`src/rtl/acq_buffer_ctrl.sv`:
```
module acq_buffer_ctrl #(
  parameter int AW  = 10,
  parameter int DW  = 32,
  parameter int TSW = 32,
  parameter int MW  = 16
) (
  input  logic           clk,
  input  logic           rst_n,
  input  logic           cmd_valid,
  input  logic [1:0]     cmd_op,
  input  logic [AW-1:0]  cmd_in_end,
  input  logic [AW-1:0]  cmd_res_start,
  input  logic           in_valid,
  input  logic [DW-1:0]  in_data,
  input  logic           res_valid,
  input  logic [DW-1:0]  res_data,
  output logic           mem_we,
  output logic [AW-1:0]  mem_addr,
  output logic [DW-1:0]  mem_wdata,
  output logic [AW-1:0]  status_addr,
  output logic           status_run,
  output logic           status_err,
  output logic [TSW-1:0] timestamp,
  output logic [MW-1:0]  marker_count
);
  localparam int HW = DW / 2;
  localparam logic [AW-1:0] TOP_ADDR  = {AW{1'b1}};
  localparam logic [AW-1:0] DEF_RES   = {1'b1, {(AW-1){1'b0}}};
  localparam logic [AW-1:0] DEF_INEND = {1'b0, {(AW-1){1'b1}}};
  localparam logic [1:0] OP_SETUP = 2'd1;
  localparam logic [1:0] OP_START = 2'd2;
  localparam logic [1:0] OP_STOP  = 2'd3;

  logic [AW-1:0] in_end_q, res_start_q, in_ptr, res_ptr;
  logic          run_q, err_q;
  logic [TSW-1:0] ts_q;
  logic [MW-1:0]  mk_q;

  wire is_setup = cmd_valid && (cmd_op == OP_SETUP);
  wire is_start = cmd_valid && (cmd_op == OP_START);
  wire is_stop  = cmd_valid && (cmd_op == OP_STOP);

  wire go        = is_start && !run_q;
  wire halt      = is_stop && run_q;
  wire setup_ok  = is_setup && !run_q && (cmd_in_end < cmd_res_start);
  wire setup_bad = is_setup && !setup_ok;
  wire accept    = run_q && !is_stop;
  wire wr_res    = accept && res_valid;
  wire wr_in     = accept && in_valid && !res_valid;

  wire [AW-1:0] in_nxt  = (in_ptr == in_end_q) ? '0 : in_ptr + 1'b1;
  wire [AW-1:0] res_nxt = (res_ptr == TOP_ADDR) ? res_start_q : res_ptr + 1'b1;
  wire [MW-1:0] mk_nxt  = mk_q + 1'b1;
  wire [DW-1:0] tag     = {mk_nxt[HW-1:0], ts_q[HW-1:0]};

  always_ff @(posedge clk) begin
    if (!rst_n) begin
      in_end_q    <= DEF_INEND;
      res_start_q <= DEF_RES;
      in_ptr      <= '0;
      res_ptr     <= DEF_RES;
      run_q       <= 1'b0;
      err_q       <= 1'b0;
      ts_q        <= '0;
      mk_q        <= '0;
      mem_we      <= 1'b0;
      mem_addr    <= '0;
      mem_wdata   <= '0;
    end else begin
      ts_q   <= ts_q + 1'b1;
      mem_we <= 1'b0;
      if (setup_ok) begin
        in_end_q    <= cmd_in_end;
        res_start_q <= cmd_res_start;
        in_ptr      <= '0;
        res_ptr     <= cmd_res_start;
      end
      if (setup_bad) err_q <= 1'b1;
      if (halt) run_q <= 1'b0;
      if (go) begin
        run_q     <= 1'b1;
        mk_q      <= mk_nxt;
        mem_we    <= 1'b1;
        mem_addr  <= res_ptr;
        mem_wdata <= tag;
        res_ptr   <= res_nxt;
      end else if (wr_res) begin
        mem_we    <= 1'b1;
        mem_addr  <= res_ptr;
        mem_wdata <= res_data;
        res_ptr   <= res_nxt;
      end else if (wr_in) begin
        mem_we    <= 1'b1;
        mem_addr  <= in_ptr;
        mem_wdata <= in_data;
        in_ptr    <= in_nxt;
      end
    end
  end

  assign status_addr  = res_ptr;
  assign status_run   = run_q;
  assign status_err   = err_q;
  assign timestamp    = ts_q;
  assign marker_count = mk_q;

  a_r9_ts_counts: assert property (@(posedge clk) disable iff (!rst_n)
    1'b1 |=> timestamp == $past(timestamp) + 1'b1);
  a_r4_start_tags: assert property (@(posedge clk) disable iff (!rst_n)
    go |=> status_run && mem_we && marker_count == $past(marker_count) + 1'b1);
  a_r7_stop_silent: assert property (@(posedge clk) disable iff (!rst_n)
    halt |=> !mem_we && !status_run);
  a_r3_err_sticky: assert property (@(posedge clk) disable iff (!rst_n)
    status_err |=> status_err);
  a_r11_in_region: assert property (@(posedge clk) disable iff (!rst_n)
    mem_we |-> (mem_addr <= in_end_q) || (mem_addr >= res_start_q));
  a_r8_idle_hold: assert property (@(posedge clk) disable iff (!rst_n)
    !status_run && !cmd_valid |=> $stable(status_addr));
  a_r2_setup_loads: assert property (@(posedge clk) disable iff (!rst_n)
    setup_ok |=> status_addr == $past(cmd_res_start));
  a_r10_restart_ignored: assert property (@(posedge clk) disable iff (!rst_n)
    is_start && status_run |=> $stable(marker_count));
endmodule

```
`config.mk`:
```
export PLATFORM = sky130hd
export DESIGN_NAME = acq_buffer_ctrl
export DESIGN_NICKNAME = d
export VERILOG_FILES = /design/src/rtl/acq_buffer_ctrl.sv
export SDC_FILE = /design/constraint.sdc
export NUM_CORES = 1
export LEC_CHECK = 0
export CAP_MARGIN = 20
export CORE_MARGIN = 4
export CORE_UTILIZATION = 35
export DETAILED_ROUTE_END_ITERATION = 16
export GPL_TIMING_DRIVEN = 0
export SYNTH_ARGS = -nofsm -noshare
export SYNTH_HDL_FRONTEND = slang
export SYNTH_SLANG_ARGS = --single-unit
export TNS_END_PERCENT = 5
```
`constraint.sdc`:
```
create_clock -name clk -period 2.33 [get_ports clk]
set_input_delay 0.699 -clock clk [delete_from_list [all_inputs] [get_ports clk]]
set_output_delay 0.699 -clock clk [all_outputs]
set_load 0.05 [all_outputs]
```
==> results_dict.tcl <==
set metrics [dict create \
    synth_edf_count 0 \
    p_leak_nw 4.20 \
    yosysTopAreaCellShare 0.409 \
    drt_pass1_iterations 5 \
    clock-root-buffer "clkbuf_16" \
    die_w_um 144 \
    hold_end "mem_wdata[11]$_SDFFE_PN0P_" \
    fin_nets 1145 \
    antenna_found_initial 0 \
    async_flop_share 0 \
    route.detailed.drc 0 \
    path_max_fanout 6 \
    r2r_end "status_addr[5]$_SDFFE_PN0P_" \
    path_cells "clkdlybuf4s50_1, inv_1, ha_4, a41oi_2, nor3_4, or2_4, bufbuf_16, nand2_1, a31oi_1" \
    post-route-period-util 1.01 \
    clockBufferDepth 2 \
    worst_setup_path_end_kind "flip-flop" \
    track_usage 0.213 \
    hpwl_um 17000 \
    worst_slew_pin_slew_ns 0.769 \
    final_util 0.530 \
    drt-vias-per-instance 5.15 \
    tns_ns -0.0288 \
    synthTopCellsByCount "nand2_1, dfxtp_1, nor2_1" \
    die_area_um2 20800 \
    postRouteAntennaNets 0 \
    period_minus_slack_ns 2.35 \
    ff2ff_path_depth 6 \
    hold_ws_ns 0.439 \
    gp_congestion 0.830 \
    status "finished with violations" \
    drtIter0Drc 360 \
    initial_core_util 0.359 \
    clk_latency_ns 0.41 \
    io_pins 194 \
    hold_depth 2 \
    cts_made_buffers 17 \
    via_count 6613 \
    post-synth-top-area-cell "dfxtp_1" \
    critical_path_class "input pin to flip-flop" \
    finClkSkew_ns 0.00880 \
    first_global_vias 6193 \
    finalNonFillerCells 1283 \
    synth-seq-cells 133 \
    yosys_warnings 0 \
    htree_levels 4 \
    rows 49 \
    power_density_nw_per_um2 652 \
    synth.net_count 928 \
    grt_max_degree 17 \
    arrival_ns 2.68 \
    dp_slack_ns -0.971 \
    yosysMostFrequentCell "nand2_1" \
    start_kind "input pin" \
    routed_wl_um 22800 \
    postCtsHoldBufs 0 \
    area_growth_pct 47.7 \
    peakVddDrop_v 0.000483 \
    clock_sinks 133 \
    die_y_um 144 \
    required_ns 2.67 \
    n_antenna_cell 0 \
    violations "negative setup slack" \
    rrSetupSlack_ns 0.07 \
    ys_top_cells_by_area "dfxtp_1, nand2_1, xor2_1, nor2_1, nand3_1" \
    fill_cells 1783 \
    cp_slowest_cell "clkdlybuf4s50_1" \
    maxSlewViolCount 0 \
    hold_viol 0 \
    rsz0062_at_grt "yes" \
    layout_setup_ws_ns -0.0165 \
    grt_pass1_wl_um 34300 \
    slew_headroom 0.487 \
    fmax_mhz 426 \
    core-area_um2 18100 \
    yosysSeqAreaShare 0.409 \
    drv_cap 0 \
    min-delay-start "mem_wdata[11]$_SDFFE_PN0P_" \
    cpPeakStageDelay_ns 0.45 \
    syn_avg_cell_area_um2 7.90 \
    worstReg2RegStart "status_addr[0]$_SDFFE_PN0P_" \
    setup-violations-final 2 \
    syn_inst 824 \
    overflow 0 \
    synth_ff_type "dfxtp_1" \
    cts_tree "built" \
    wl_per_cell_um 17.8 \
    dp_cells 1246 \
    syn-cell-area_um2 6510 \
    path_clk_slew_ns 0.06 \
    synth_cell_types 53 \
    drive_above_1_share 0.102 \
    hp-class "flip-flop to flip-flop" \
    port_buffers 193 \
]
cell families after synthesis:
group           count (synthesis)  synth area share
compound gates                133             0.133
simple gates                  396             0.278
mux                            11            0.0177
buf+inv                        68            0.0430
xor+xnor                       70            0.0942
flops                         133             0.409
fa+ha+maj                      13            0.0250
worst max-delay path by stage:
stage,startpoint,to,slack (ns)
2_1_floorplan,cmd_res_start[7],res_start_q[4]$_SDFFE_PN0P_,-0.009
3_3_place_gp,cmd_res_start[9],res_start_q[6]$_SDFFE_PN0P_,-0.95
3_5_place_dp,cmd_res_start[9],res_start_q[5]$_SDFFE_PN0P_,-0.97
4_1_cts,cmd_valid,in_ptr[7]$_SDFF_PN0_,-0.09
5_1_grt,cmd_res_start[4],status_addr[5]$_SDFFE_PN0P_,-0.08
6_report,cmd_res_start[4],status_addr[5]$_SDFFE_PN0P_,-0.02
power by group:
| group | internal, mW | switching [mW] |
|---|---|---|
| logic | 0.419 | 0.649 |
| clock network | 1.76 | 0.992 |
| registers | 2.37 | 0.0812 |
| total | 4.55 | 1.72 |
layer usage:
metal	vias up	GRT usage	routed length [um]
met1	3073	0.282	10200
met2	239	0.349	10700
met5	-	0	0
li1	3274	-	-
met4	0	0.0673	491
met3	27	0.0453	1450
registers in the layout, summed over array words and instances, names as in the netlist, 10 cells and up:
name          flops
in_end_q         10
mem_wdata        32
in_ptr           10
marker_count     16
res_start_q      10
timestamp        32
mem_addr         10
status_addr      10
area by class of cell:
class	instances	area, um2	share of cell area
Clock inverter	9	125	0.0130
Buffer	49	258	0.0268
Tap cell	229	287	0.0298
Multi-Input combinational cell	623	3770	0.393
Inverter	19	71.3	0.00742
Clock buffer	23	478	0.0497
Sequential cell	133	2660	0.277
Timing Repair Buffer	198	1960	0.204
worst max-delay path, delay by kind of cell:
family	cells	cell delay, ns
fa+ha+maj	1	0.29
buf+inv	3	0.78
compound gates	2	0.31
simple gates	3	0.61
per-stage QoR:
step                power (mW)  area, um2
floorplan                 3.07       6530
global placement          3.52       8740
detailed placement        3.53       8740
CTS                       6.31       9470
global route              6.51       9620
finish                    6.27       9620
layout by cell type (no fill, tap or decap), drive strengths merged, types with 5 or more instances in the layout:
cell type / n
buf: 24
nand2: 173
a311oi: 6
and3: 15
clkdlybuf4s50: 115
a21oi: 31
dlymetal6s2s: 16
ha: 13
clkbuf: 52
nand3: 61
o211ai: 18
nand4: 19
xnor2: 32
and2: 11
or3: 5
clkinv: 5
and4: 9
inv: 18
o22ai: 8
dlygate4sd2: 59
a21o: 5
xor2: 38
nor2: 84
o21ai: 33
a211oi: 10
nor3: 13
mux2i: 7
dfxtp: 133
repair_timing:
| item | in CTS | in global routing |
|---|---|---|
| endpoints found under the setup margin | 139 | 89 |
| endpoints found under the hold margin | 0 | 0 |
| resized for setup | 96 | 51 |
| gates cloned | 1 | 0 |
| setup buffers | 3 | 1 |
| pin swaps | 6 | 9 |
(Power assumes the default switching activity.)
